$ cat src/rtl/dram_ctl_pkg.sv
package dram_ctl_pkg;
   typedef enum logic [3:0] {
      ST_IDLE,
      ST_PRE,
      ST_ROW,
      ST_ACT,
      ST_COL,
      ST_CAS,
      ST_CP,
      ST_RF_CLOSE,
      ST_RF_CAS,
      ST_RF_RAS,
      ST_RF_END
   } ctl_state_t;
endpackage

$ cat src/rtl/dram_refresh_timer.sv
module dram_refresh_timer #(
   parameter int INTERVAL = 780
) (
   input  logic clk,
   input  logic rst_n,
   input  logic ack,
   output logic pending
);
   localparam int TW = $clog2(INTERVAL);
   localparam logic [TW-1:0] LAST = TW'(INTERVAL - 1);

   logic [TW-1:0] tick;

   always_ff @(posedge clk) begin
      if (!rst_n) begin
         tick    <= '0;
         pending <= 1'b0;
      end else begin
         tick <= (tick == LAST) ? '0 : tick + 1'b1;
         if (tick == LAST)
            pending <= 1'b1;
         else if (ack)
            pending <= 1'b0;
      end
   end
endmodule

$ cat src/rtl/dram_open_row.sv
module dram_open_row #(
   parameter int ROW_W = 10
) (
   input  logic             clk,
   input  logic             rst_n,
   input  logic             open_en,
   input  logic             close_en,
   input  logic [ROW_W-1:0] open_row,
   input  logic [ROW_W-1:0] probe_row,
   output logic             is_open,
   output logic             hit
);
   logic [ROW_W-1:0] cur_row;

   always_ff @(posedge clk) begin
      if (!rst_n) begin
         is_open <= 1'b0;
         cur_row <= '0;
      end else if (close_en) begin
         is_open <= 1'b0;
      end else if (open_en) begin
         is_open <= 1'b1;
         cur_row <= open_row;
      end
   end

   assign hit = is_open && (cur_row == probe_row);
endmodule

$ cat src/rtl/dram_ctl.sv
module dram_ctl
   import dram_ctl_pkg::*;
#(
   parameter int ADDR_W       = 10,
   parameter int DATA_W       = 16,
   parameter int T_RP         = 3,
   parameter int T_RCD        = 2,
   parameter int T_CAS        = 3,
   parameter int T_CP         = 1,
   parameter int T_RAS_REF    = 4,
   parameter int REF_INTERVAL = 780
) (
   input  logic                  clk,
   input  logic                  rst_n,
   input  logic                  req_valid,
   output logic                  req_ready,
   input  logic                  req_write,
   input  logic [2*ADDR_W-1:0]   req_addr,
   input  logic [DATA_W-1:0]     req_wdata,
   output logic [DATA_W-1:0]     rd_data,
   output logic                  rd_valid,
   output logic [ADDR_W-1:0]     dram_addr,
   output logic                  dram_ras_n,
   output logic                  dram_cas_n,
   output logic                  dram_we_n,
   output logic [DATA_W-1:0]     dram_dq_out,
   output logic                  dram_dq_oe,
   input  logic [DATA_W-1:0]     dram_dq_in
);
   localparam int HADDR_W = 2 * ADDR_W;
   localparam int M1   = (T_RP > T_RCD) ? T_RP : T_RCD;
   localparam int M2   = (T_CAS > T_CP) ? T_CAS : T_CP;
   localparam int M3   = (M1 > M2) ? M1 : M2;
   localparam int MAXT = (M3 > T_RAS_REF) ? M3 : T_RAS_REF;
   localparam int CNT_W = $clog2(MAXT + 1);

   // elaboration-time parameter checks
   if (ADDR_W < 1) begin : g_bad_addr
      $error("dram_ctl: ADDR_W must be at least 1");
   end
   if (T_CAS < 2) begin : g_bad_cas
      $error("dram_ctl: T_CAS must be at least 2");
   end
   if (T_RP < 1 || T_RCD < 1 || T_CP < 1 || T_RAS_REF < 1) begin : g_bad_tim
      $error("dram_ctl: timing counts must be at least 1");
   end
   if (REF_INTERVAL < 4 * MAXT + 8) begin : g_bad_ref
      $error("dram_ctl: REF_INTERVAL too short for the strobe timings");
   end

   ctl_state_t        state, nxt;
   logic [CNT_W-1:0]  cnt;
   logic              done;
   logic [ADDR_W-1:0] lat_row, lat_col;
   logic              lat_wr;
   logic [DATA_W-1:0] lat_wdata;
   logic              ref_pend, ref_ack;
   logic              row_is_open, row_hit;
   logic              accept;

   function automatic logic [CNT_W-1:0] dur(input ctl_state_t s);
      case (s)
         ST_PRE, ST_RF_CLOSE, ST_RF_END: dur = CNT_W'(T_RP - 1);
         ST_ACT:                         dur = CNT_W'(T_RCD - 1);
         ST_CAS:                         dur = CNT_W'(T_CAS - 1);
         ST_CP:                          dur = CNT_W'(T_CP - 1);
         ST_RF_RAS:                      dur = CNT_W'(T_RAS_REF - 1);
         default:                        dur = '0;
      endcase
   endfunction

   dram_refresh_timer #(.INTERVAL(REF_INTERVAL)) u_timer (
      .clk     (clk),
      .rst_n   (rst_n),
      .ack     (ref_ack),
      .pending (ref_pend)
   );

   dram_open_row #(.ROW_W(ADDR_W)) u_rows (
      .clk       (clk),
      .rst_n     (rst_n),
      .open_en   (state == ST_ACT),
      .close_en  (state == ST_PRE || state == ST_RF_CLOSE || state == ST_RF_CAS),
      .open_row  (lat_row),
      .probe_row (req_addr[HADDR_W-1:ADDR_W]),
      .is_open   (row_is_open),
      .hit       (row_hit)
   );

   assign done      = (cnt == '0);
   assign req_ready = (state == ST_IDLE) && !ref_pend;
   assign accept    = req_valid && req_ready;
   assign ref_ack   = (state == ST_RF_CAS);

   always_comb begin
      nxt = state;
      case (state)
         ST_IDLE: begin
            if (ref_pend)
               nxt = row_is_open ? ST_RF_CLOSE : ST_RF_CAS;
            else if (req_valid)
               nxt = row_hit ? ST_COL : (row_is_open ? ST_PRE : ST_ROW);
         end
         ST_PRE:      if (done) nxt = ST_ACT;
         ST_ROW:      nxt = ST_ACT;
         ST_ACT:      if (done) nxt = ST_COL;
         ST_COL:      nxt = ST_CAS;
         ST_CAS:      if (done) nxt = ST_CP;
         ST_CP:       if (done) nxt = ST_IDLE;
         ST_RF_CLOSE: if (done) nxt = ST_RF_CAS;
         ST_RF_CAS:   nxt = ST_RF_RAS;
         ST_RF_RAS:   if (done) nxt = ST_RF_END;
         ST_RF_END:   if (done) nxt = ST_IDLE;
         default:     nxt = ST_IDLE;
      endcase
   end

   always_ff @(posedge clk) begin
      if (!rst_n) begin
         state     <= ST_IDLE;
         cnt       <= '0;
         lat_row   <= '0;
         lat_col   <= '0;
         lat_wr    <= 1'b0;
         lat_wdata <= '0;
         rd_data   <= '0;
         rd_valid  <= 1'b0;
      end else begin
         state <= nxt;
         if (nxt != state)
            cnt <= dur(nxt);
         else if (!done)
            cnt <= cnt - 1'b1;
         if (accept) begin
            lat_row   <= req_addr[HADDR_W-1:ADDR_W];
            lat_col   <= req_addr[ADDR_W-1:0];
            lat_wr    <= req_write;
            lat_wdata <= req_wdata;
         end
         rd_valid <= (state == ST_CAS) && done && !lat_wr;
         if ((state == ST_CAS) && done && !lat_wr)
            rd_data <= dram_dq_in;
      end
   end

   always_comb begin
      dram_ras_n = !((state == ST_ACT) || (state == ST_COL) || (state == ST_CAS) ||
                     (state == ST_CP) || (state == ST_RF_RAS) ||
                     ((state == ST_IDLE) && row_is_open));
      dram_cas_n = !((state == ST_CAS) || (state == ST_RF_CAS) || (state == ST_RF_RAS));
      dram_dq_oe = lat_wr && ((state == ST_COL) || (state == ST_CAS));
      dram_we_n  = !dram_dq_oe;
      dram_addr  = ((state == ST_PRE) || (state == ST_ROW) || (state == ST_ACT)) ? lat_row : lat_col;
   end

   assign dram_dq_out = lat_wdata;
endmodule

$ cat config.mk
export PLATFORM = sky130hd
export DESIGN_NAME = dram_ctl
export DESIGN_NICKNAME = d
export VERILOG_FILES = /design/src/rtl/dram_ctl_pkg.sv /design/src/rtl/dram_refresh_timer.sv /design/src/rtl/dram_open_row.sv /design/src/rtl/dram_ctl.sv
export SDC_FILE = /design/constraint.sdc
export NUM_CORES = 1
export LEC_CHECK = 0
export ABC_AREA = 1
export CAP_MARGIN = 20
export CORE_ASPECT_RATIO = 1.75
export CORE_MARGIN = 8
export CORE_UTILIZATION = 60
export CTS_CLUSTER_DIAMETER = 50
export DETAILED_ROUTE_END_ITERATION = 10
export DONT_BUFFER_PORTS = 1
export HOLD_SLACK_MARGIN = 0.08
export PLACE_DENSITY = 0.79
export REMOVE_ABC_BUFFERS = 1
export SLEW_MARGIN = 20
export SYNTH_ARGS = -nofsm -noshare
export SYNTH_HDL_FRONTEND = slang
export SYNTH_SLANG_ARGS = --single-unit
$ cat constraint.sdc
create_clock -name clk -period 4 [get_ports clk]
set_input_delay 0.2 -clock clk [delete_from_list [all_inputs] [get_ports clk]]
set_output_delay 0.2 -clock clk [all_outputs]
set_load 0.05 [all_outputs]
## Word-level counts from Yosys, hierarchy flattened

Cells that the tools add are included.
Widths: inputs -> output; s select.

- Bits of input ports: 56
- Bits in registers: 83

- Add/sub/neg operators: 2
- Bitwise gates (word level): 2
- Reductions and logical operators: 32
- Muxes and demuxes: 18
- Eq/ne operators: 20

Operators by type and width:

| operator | number |
|---|---|
| $pmux 4 s10 | 1 |
| $mux 4 | 9 |
| $eq 4x3->1 const B | 6 |
| $eq 4x4->1 const B | 5 |
| $eq 4x2->1 const B | 3 |
| $logic_or 1x1->1 | 12 |
| $add 10x1->10 const B | 1 |
| $eq 10x10->1 | 1 |
| $eq 10x10->1 const B | 1 |
| $mux 10 | 1 |
| $mux 3 | 3 |
| $eq 4x1->1 const B | 2 |
| $logic_and 1x1->1 | 7 |
| $pmux 2 s3 | 1 |
| $reduce_or 2->1 | 3 |
| $logic_not 1->1 | 5 |
| $logic_not 4->1 | 1 |
| $ne 4x4->1 | 1 |
| $reduce_or 4->1 | 1 |
| $logic_not 3->1 | 1 |
| $sub 3x1->3 const B | 1 |
| $mux 1 | 2 |
| $mux 2 | 1 |
| $ne 2x1->1 const B | 1 |
| 3 further kinds | 4 |

## Longest topological paths before layout

Gate-level depths: netlist of the first run.

- Word-level depth: 10
- Gate-level depth with buffers: 16
- Mapped depth without buffers: 16

## Cells and area by module

Synthesis of the first run repeated with hierarchy kept, for this count alone.

- Cell total of the unflattened synthesis: 554
- Area, all modules: 3,878.7 µm²

Modules (own cells, without submodules):

| module | cells an instance | area an instance (µm²) | instances |
|---|---|---|---|
| dram_ctl | 395 | 2,788.9 | 1 |
| dram_open_row | 89 | 571.8 | 1 |
| dram_refresh_timer | 70 | 518.0 | 1 |

## Least setup slack after synthesis of the first run

OpenSTA, ideal clock, no wires.

- Path type: reg-to-reg
- Start point: register state[3]
- End point: register lat_col[2]
- Required time: 3,884 ps
- Arrival: 2,149 ps
- Cell stages (with the launch flop): 10
- Slack: 1,735 ps
- Cells stage by stage: dfxtp_1 > buf_6 > nor2_2 > nand2_1 > nor2_1 > nand2_1 > buf_2 > clkbuf_1 > o21ai_0 > nor2_1

- Word-level cells in the longest chain between the ends: 3

Ends and longest elaborated chain:

| item | RTL line | text |
|---|---|---|
| start, declared | dram_ctl.sv:51 | `ctl_state_t state, nxt;` |
| start signal, assigned | dram_ctl.sv:129 | `state <= nxt;` |
| $logic_not 4->1 | dram_ctl.sv:91 | `assign req_ready = (state == ST_IDLE) && !ref_pend;` |
| $logic_and 1x1->1 | dram_ctl.sv:91 |  |
| net req_ready | dram_ctl.sv:16 | `output logic req_ready,` |
| $logic_and 1x1->1 | dram_ctl.sv:92 | `assign accept = req_valid && req_ready;` |
| end signal, assigned | dram_ctl.sv:136 | `lat_col <= req_addr[ADDR_W-1:0];` |
| end, declared | dram_ctl.sv:54 | `logic [ADDR_W-1:0] lat_row, lat_col;` |

The timed path passes the listed nets, and every way through them passes these cells.
A chain may end at the register's enable or synchronous reset.

## Final worst setup path of the first run

- Start point: register state[3]
- End point: register lat_row[0]

- Word-level cells in the longest chain between the ends: 3

Ends and longest elaborated chain:

| item | RTL line | text |
|---|---|---|
| $logic_not 4->1 | dram_ctl.sv:91 |  |
| $logic_and 1x1->1 | dram_ctl.sv:91 |  |
| $logic_and 1x1->1 | dram_ctl.sv:92 |  |
| end signal, assigned | dram_ctl.sv:135 | `lat_row <= req_addr[HADDR_W-1:ADDR_W];` |
| end, declared | dram_ctl.sv:54 |  |

Every way passes these cells.

==> results of run 1 <==
==> metal layers <==
metal  track usage  up-vias
met5             0        -
met4        0.1988        0
met3       0.06315       54
met2        0.4459      140
met1        0.2268     1685
li1              -     1789
==> layout by cell type, fill, tap and decap left out, types with 2 or more instances in the layout <==
master                          synthesis  layout
sky130_fd_sc_hd__nand4_1                5       5
sky130_fd_sc_hd__o211ai_1               2       2
sky130_fd_sc_hd__clkinv_2               0       2
sky130_fd_sc_hd__nand3_1               16      16
sky130_fd_sc_hd__clkbuf_8               0      12
sky130_fd_sc_hd__nand2_1               74      74
sky130_fd_sc_hd__xor2_1                 5       5
sky130_fd_sc_hd__nor3_1                 3       3
sky130_fd_sc_hd__buf_4                  0       4
sky130_fd_sc_hd__a21oi_1               26      26
sky130_fd_sc_hd__xnor2_1                2       2
sky130_fd_sc_hd__ha_1                   3       3
sky130_fd_sc_hd__nor2_1               135     135
sky130_fd_sc_hd__o21ai_0               49      49
sky130_fd_sc_hd__dlygate4sd3_1          0      54
sky130_fd_sc_hd__o21ai_1               19      19
sky130_fd_sc_hd__mux2_2                10      10
sky130_fd_sc_hd__dfxtp_1               83      83
sky130_fd_sc_hd__o21a_1                 2       2
sky130_fd_sc_hd__inv_1                 42      42
sky130_fd_sc_hd__inv_2                 10      10
sky130_fd_sc_hd__nand2_2                9       9
==> power by group <==
group	switching, mW	total, mW	internal, mW
sequential	0.335	1.33	0.997
combinational	0.977	1.41	0.430
clock	0.279	0.551	0.271
==> worst reg2reg max path, delay by kind of cell (launching register included) <==
family | cells | cell delay [ps]
buffers and inverters | 3 | 1010
AOI/OAI and AO/OA | 2 | 410
DFF | 1 | 420
and+or+nand+nor | 4 | 500
==> per-stage QoR <==
step           power, mW    util  setup WS (ps)  hold slack, ps  cell area, µm²
2_1_floorplan      2.383       -           1173           297.6            3669
3_3_place_gp       2.637  0.6193           1797           311.5            3799
3_5_place_dp       2.668  0.6193           1725           317.8            3799
4_1_cts            3.273  0.7399           1668           145.6            4538
5_1_grt            3.497  0.7399           1332           198.6            4538
6_report           3.290  0.7399           1598           164.0            4538
==> synth_stat cells (all sizes together) <==
cell,n
nor2,137
nand2,84
dfxtp,83
o21ai,68
inv,53
a21oi,26
nand3,17
clkbuf,14
mux2,10
buf,7
nand4,5
xor2,5
ha,3
nor3,3
a31oi,2
o211ai,2
o21a,2
or2,2
xnor2,2
a21boi,1
a221oi,1
clkinv,1
nor3b,1
nor4,1
o21bai,1
==> cells by family after synthesis <==
| logic type | after synthesis | share of synthesized area |
|---|---|---|
| AO/OA/AOI/OAI | 103 | 0.1441 |
| XOR/XNOR | 7 | 0.01627 |
| adder cells (fa/ha/maj) | 3 | 0.009961 |
| buffers and inverters | 75 | 0.08101 |
| flip-flops | 83 | 0.4409 |
| multiplexers | 10 | 0.02988 |
| AND/OR/NAND/NOR | 250 | 0.2779 |
==> timing repair <==
| action | in CTS | in global routing |
|---|---|---|
| gates resized for setup | 0 | 0 |
| endpoints found under the hold margin | 68 | 0 |
| hold buffers | 55 | 0 |
==> layout make-up <==
type | count | area [µm²]
Multi-Input combinational cell | 373 | 1802
Clock inverter | 2 | 10.01
Fill cell | 475 | 1595
Inverter | 54 | 205.2
Tap cell | 80 | 100.1
Sequential cell | 83 | 1662
Timing Repair Buffer | 59 | 590.6
Clock buffer | 13 | 168.9
==> state kept, by name, indices dropped and copies added, names as in the netlist <==
name / flops
state: 4
rd_valid: 1
u_rows.cur_row: 10
lat_row: 10
cnt: 3
u_timer.tick: 10
lat_wr: 1
u_timer.pending: 1
rd_data: 16
dram_dq_out: 16
u_rows.is_open: 1
lat_col: 10
==> how the worst max path moves through the flow <==
stage	slack, ps	cells after the start	endpoint	from
detailed placement	1730	9	lat_row[0]	state[3]
global placement	1800	9	lat_row[4]	state[3]
global route	1330	9	lat_row[0]	state[3]
finish	1600	9	lat_row[0]	state[3]
CTS	1670	9	lat_row[7]	state[3]
floorplan	1170	7	lat_row[0]	state[3]
==> out/qor.log, run 1 <==
qor: run_status.status finished, final reports clean
qor: route.route.detailed.wl_per_inst 16.82 µm
qor: timing.final-setup-viol-count 0
qor: route.via_cell_ratio 5.524
qor: worst_setup_path.timing.critical_path.from_type flip-flop
qor: timing.report.final.hold_viol_count 0
qor: finish.fraction_of_final_layout_cells_sized_beyond_drive_strength_1 0.09589
qor: floorplanning.die_wd 75.91 µm
qor: synthesis.synth.lib_cells_used.distinct 36
qor: route.maxUsedRoutingLayer met4
qor: route.met1Wirelength 3776 µm
qor: synthesis.synth_top_cell_area_share 0.4409
qor: power_and_ir_drop.power_density 725.0 mW/mm²
qor: route.drtAntennaViolNets 0
qor: worst_setup_path.cp.buffers_inverters 3
qor: worst_setup_path.worstPathArrival 2690 ps
qor: worst_hold_path.hold_end state[0]
qor: worst_setup_path.worst-endpoint-required 4280 ps
qor: worst_hold_path.timing.hold.worst_path_depth 4
qor: worst_setup_path.worstSetupEndpointType flip-flop
qor: timing.period_share 0.6006
qor: timing.setup-tns-final 0 ps
qor: worst_setup_path.worstPathCellList nor2_2, nand2_1, nor2_1, buf_4, nand2_1, buf_4, inv_2, o21ai_0, a21oi_1
qor: route.drtIter0Drc 153
qor: clock_network.cts_max_path_buffers 2
qor: route.routed-wl-met2 6180 µm
qor: timing.final_max_slew_viol_count 0
qor: route.drc 0
qor: placed_design.dp_hpwl 6998 µm
qor: clock_network.cts_buffers 9
qor: power_and_ir_drop.irDropWorstVdd 529.0 µV
qor: global_routing.grt_pass1_vias 3,836
qor: floorplanning.ioPinCount 104
qor: placed_design.port_buffers 0
qor: placed_design.placed_cells 594
qor: worst_setup_path.crit_path_top_delay_cell sky130_fd_sc_hd__inv_2
qor: worst_setup_path.timing.reg2reg.worst_path_depth 9
qor: clock_network.clkLatencyLatePin 350 ps
qor: synthesis.yosys_warnings 0
qor: timing.maxClockFrequency 0.4163 GHz
qor: timing.worst_slew_margin_rel 0.5162
qor: finish.final_non_filler_cells 664
qor: synthesis.mappedNetlistArea 0.003769 mm²
qor: worst_setup_path.r2r_setup_slack 1600 ps
qor: clock_network.cts.reportedPaths.clkPinSlew 80 ps
qor: power_and_ir_drop.power.leakage 1.994 nW
qor: worst_hold_path.worst_hold_path_type in -> reg
qor: finish.antenna_cells 0
qor: worst_setup_path.worst_r2r_startpoint state[3]
qor: global_routing.grt_start_max_net_pins 69
qor: global_routing.grt_antenna_before_repair 0
qor: finish.finish.net_count 639
qor: route.totalWireLength 11,170 µm
qor: clock_network.tritoncts yes
qor: route.drt_pre_antenna_iters 4
qor: global_routing.grt_util_all_layers 0.2460
qor: route.dr_wl_met3 540 µm
qor: worst_setup_path.critPathMaxStageDelay 560 ps
qor: clock_network.clock-root-buffer sky130_fd_sc_hd__clkbuf_8
qor: synthesis.fraction_of_the_yosys_area_taken_by_sequential_cells 0.4409
qor: worst_setup_path.timing.critical_path.fanout_max 45
qor: floorplanning.die_area 0.009173 mm²
qor: floorplanning.fp.dieH 120.8 µm
qor: worst_setup_path.worstSetupPathType reg -> reg
qor: floorplanning.start_util 0.6144
qor: worst_hold_path.min_from req_valid
qor: route.num_vias 3,668
qor: clock_network.htreeDepth 3
qor: timing.tightestPinTransition 724.6 ps
qor: clock_network.postCtsSetupBuffers 0
qor: synthesis.number_of_standard_cells_after_synthesis 531
qor: timing.post_route_clock_skew 6.303 ps
qor: synthesis.yosys-top-cells-area sky130_fd_sc_hd__dfxtp_1 (44%), sky130_fd_sc_hd__nor2_1 (13%), sky130_fd_sc_hd__nand2_1 (7.4%)
qor: timing.final.min_clock_period 2402 ps
qor: clock_network.cts_num_sinks 83
qor: synthesis.synth_top_area_cell sky130_fd_sc_hd__dfxtp_1
qor: worst_setup_path.critical-path-top-delay-family buffers and inverters
qor: placed_design.routabilityCongestion 0.9204
qor: synthesis.syn_area_per_cell 7.097 µm²
qor: timing.grt_setup_unrepaired false
qor: run.cap_violations 0
qor: finish.layout_stage_area_growth_over_the_synthesis_result 20.42%
qor: global_routing.grt-ovfl-total 0
qor: synthesis.synth-seq-cells 83
qor: floorplanning.fp-row-count 38
qor: floorplanning.core_area 0.006133 mm²
qor: worst_setup_path.reg_to_reg_critical_path_endpoint lat_row[0]
qor: global_routing.wire_length_of_the_first_global_routing_pass 18,160 µm
No activity file was read; power rests on OpenSTA's default activity.
==> run 2, diff against run 1 <==
Settings changed: ABC_AREA 1 to 0.
Clock period 4 ns to 2.3 ns, I/O delays scaled along.
==> out/qor.log, run 2 <==
qor: worst_setup_path.timing.reg2reg.worst_path_depth 6 [-3]
qor: placed_design.dp_hpwl 6790 µm [-3.0%]
qor: finish.finish.net_count 576 [-9.9%]
qor: power_and_ir_drop.power 4.718 mW [+43%]
qor: synthesis.synth_top_cell_area_share 0.4522 [+0.01126]
qor: floorplanning.die_wd 75.16 µm [-0.99%]
qor: timing.grt_setup_unrepaired false
qor: placed_design.placed_cells 531 [-11%]
qor: clock_network.cts_num_sinks 83 [unchanged]
qor: clock_network.tritoncts yes
qor: run.cap_violations 0 [unchanged]
qor: timing.tightestPinTransition 551.9 ps [-172.7 ps]
qor: finish.fin_area 0.004483 mm² [-1.2%]
qor: route.drc 0 [unchanged]
qor: floorplanning.core_area 0.006086 mm² [-0.78%]
qor: global_routing.grt_pass1_vias 3,492 [-9.0%]
qor: clock_network.cts.reportedPaths.clkPinSlew 80 ps [about the same]
qor: power_and_ir_drop.power_density 1052 mW/mm² [+45%]
qor: floorplanning.fp-row-count 38 [unchanged]
qor: synthesis.synth_top_area_cell sky130_fd_sc_hd__dfxtp_1
qor: timing.period_share 0.9359
qor: clock_network.ctsResizeCount 0 [unchanged]
qor: finish.mostFrequentLayoutCell sky130_fd_sc_hd__nand2_1
qor: finish.fraction_of_final_layout_cells_sized_beyond_drive_strength_1 0.09213 [-0.003760]
qor: synthesis.syn_area_per_cell 7.869 µm² [+11%]
qor: global_routing.grt-ovfl-total 0 [unchanged]
qor: floorplanning.start_util 0.6038 [-0.01062]
qor: global_routing.wire_length_of_the_first_global_routing_pass 16,170 µm [-11%]
qor: route.route.detailed.wl_per_inst 17.00 µm [+1.0%]
qor: synthesis.synth.cells.most_frequent sky130_fd_sc_hd__nand2_1 (144), sky130_fd_sc_hd__dfxtp_1 (83), sky130_fd_sc_hd__a21oi_1 (74)
qor: timing.setup-tns-final 0 ps [unchanged]
qor: floorplanning.die_area 0.008984 mm² [-2.1%]
qor: synthesis.synth-seq-cells 83 [unchanged]
qor: finish.combined_flip_flop_and_latch_cell_area 0.001662 mm² [unchanged]
qor: power_and_ir_drop.power.leakage 1.620 nW [-19%]
qor: worst_setup_path.worst-endpoint-required 2180 ps [-2100 ps]
qor: synthesis.mappedNetlistArea 0.003675 mm² [-2.5%]
qor: finish.layout.filler_cells 472 [-0.63%]
qor: finish.antenna_cells 0 [unchanged]
qor: worst_setup_path.worstPathArrival 2040 ps [-650 ps]
qor: timing.final_max_slew_viol_count 0 [unchanged]
qor: synthesis.number_of_standard_cells_after_synthesis 467 [-12%]
qor: clock_network.clkLatencyLatePin 360 ps [about the same]
qor: synthesis.yosys-top-cells-area sky130_fd_sc_hd__dfxtp_1 (45%), sky130_fd_sc_hd__nand2_1 (15%), sky130_fd_sc_hd__a21oi_1 (10%)
qor: timing.hold_slack 93.51 ps [-70.46 ps]
qor: route.drtIter0Drc 255 [+67%]
qor: worst_setup_path.worstSetupPathType reg -> out
qor: route.totalWireLength 10,220 µm [-8.5%]
qor: timing.final-setup-viol-count 0 [unchanged]
qor: route.via_cell_ratio 5.626 [+1.8%]
qor: worst_setup_path.reg_to_reg_critical_path_endpoint cnt[1]
qor: clock_network.htreeDepth 3 [unchanged]
qor: worst_hold_path.worst_hold_path_type in -> reg
qor: worst_setup_path.worst_r2r_startpoint state[1]
qor: floorplanning.fp.dieH 119.5 µm [-1.1%]
qor: timing.worst_slew_margin_rel 0.6316 [+0.1153]
qor: clock_network.cts_max_path_buffers 2 [unchanged]
qor: synthesis.synth.lib_cells_used.distinct 46 [+28%]
qor: synthesis.synth-edff-count 0 [unchanged]
qor: route.drtAntennaViolNets 0 [unchanged]
qor: clock_network.postCtsSetupBuffers 0 [unchanged]
qor: worst_setup_path.worstSetupEndpointType primary output
qor: timing.final.min_clock_period 2153 ps
qor: synthesis.async_reset_ff_frac 0 [unchanged]
qor: finish.layout_stage_area_growth_over_the_synthesis_result 22.00%
qor: timing.report.final.hold_viol_count 0 [unchanged]
qor: clock_network.post_cts_hold_buffer_count 55 [unchanged]
qor: timing.post_route_clock_skew 10.82 ps [+4.516 ps]
qor: finish.layout.cells.most_common_list sky130_fd_sc_hd__nand2_1 (144), sky130_fd_sc_hd__dfxtp_1 (83), sky130_fd_sc_hd__a21oi_1 (74)
qor: worst_setup_path.crit_path_launch state[1]
qor: floorplanning.ioPinCount 104 [unchanged]
qor: power_and_ir_drop.irDropWorstVdd 896.2 µV [+69%]
qor: synthesis.synth_most_common_cell sky130_fd_sc_hd__nand2_1
qor: worst_setup_path.timing.critical_path.fanout_max 12 [-73%]
qor: synthesis.yosys_most_used_dff sky130_fd_sc_hd__dfxtp_1
qor: worst_setup_path.timing.critical_path.from_type flip-flop
qor: global_routing.grt_util_all_layers 0.2322 [-0.01380]
qor: run_status.status finished, final reports clean
qor: worst_setup_path.worst_setup_path_endpoint dram_addr[1]
qor: clock_network.clock-root-buffer sky130_fd_sc_hd__clkbuf_8
qor: timing.maxClockFrequency 0.4645 GHz
qor: global_routing.grt_start_max_net_pins 38 [-45%]
qor: placed_design.port_buffers 0 [unchanged]
qor: worst_setup_path.r2r_setup_slack 260 ps [-1340 ps]
qor: route.drt_pre_antenna_iters 4 [unchanged]
qor: finish.final_non_filler_cells 601 [-9.5%]
qor: route.num_vias 3,381 [-7.8%]
qor: synthesis.yosys_warnings 0 [unchanged]
qor: placed_design.routabilityCongestion 0.9102 [-1.1%]
qor: synthesis.fraction_of_the_yosys_area_taken_by_sequential_cells 0.4522 [+0.01126]
qor: placed_design.placedInstanceArea 0.003750 mm² [-1.3%]
qor: global_routing.grt_antenna_before_repair 0 [unchanged]
qor: clock_network.cts_buffers 9 [unchanged]
qor: finish.area_of_combinational_cells_with_multiple_inputs 0.001849 mm² [+2.6%]
-- run 2: area by class of cell --
type	count	area share
Clock buffer	10	0.02847
Clock inverter	5	0.01228
Inverter	9	0.007536
Multi-Input combinational cell	345	0.4125
Sequential cell	83	0.3706
Tap cell	80	0.02233
Timing Repair Buffer	69	0.1462
-- run 2: cells by family (layout without fill, tap and decap cells) --
logic type | after synthesis | count (layout) | share of synthesized area
xor+xnor | 21 | 21 | 0.05005
mux | 14 | 14 | 0.04188
buf+inv | 39 | 93 | 0.04460
flops | 83 | 83 | 0.4522
simple gates | 204 | 204 | 0.2387
fa+ha+maj | 3 | 3 | 0.01022
compound gates | 103 | 103 | 0.1624
-- run 2: worst min-delay path by stage --
stage	start	end	slack, ps	depth (start not counted)
2_1_floorplan	req_addr[0]	lat_col[0]	250	2
3_3_place_gp	req_addr[17]	lat_row[7]	250	2
3_5_place_dp	dram_dq_in[10]	rd_data[10]	260	2
4_1_cts	rst_n	u_timer.tick[0]	80	2
5_1_grt	rst_n	u_timer.tick[0]	140	2
6_report	rst_n	u_timer.tick[0]	90	2
-- run 2: metrics by stage --
step	util	setup WS (ps)
2_1_floorplan	-	-658.9
3_3_place_gp	0.6162	338.0
3_5_place_dp	0.6162	286.1
4_1_cts	0.7366	123.2
5_1_grt	0.7366	25.23
6_report	0.7366	147.4
-- run 2: worst max-delay path, cell delays in order, from the launching register on --
cell and delay [ps]:
sky130_fd_sc_hd__dfxtp_1 460, sky130_fd_sc_hd__buf_4 240, sky130_fd_sc_hd__inv_1 120, sky130_fd_sc_hd__a21boi_1 140, sky130_fd_sc_hd__buf_4 220, sky130_fd_sc_hd__mux2_2 490
-- run 2: report_power, final --
part / internal (mW) / switching (mW) / leakage (nW)
logic: 0.616 / 1.12 / 0.857
registers: 1.63 / 0.365 / 0.675
clock network: 0.492 / 0.501 / 0.0881
-- run 2: metal layers --
| layer | vias up | global-route usage | share of wire |
|---|---|---|---|
| met1 | 1578 | 0.2370 | 0.36 |
| met2 | 122 | 0.4082 | 0.54 |
| li1 | 1654 | - | - |
| met4 | 0 | 0.1247 | 0.034 |
| met3 | 27 | 0.05931 | 0.060 |
| met5 | - | 0 | 0 |
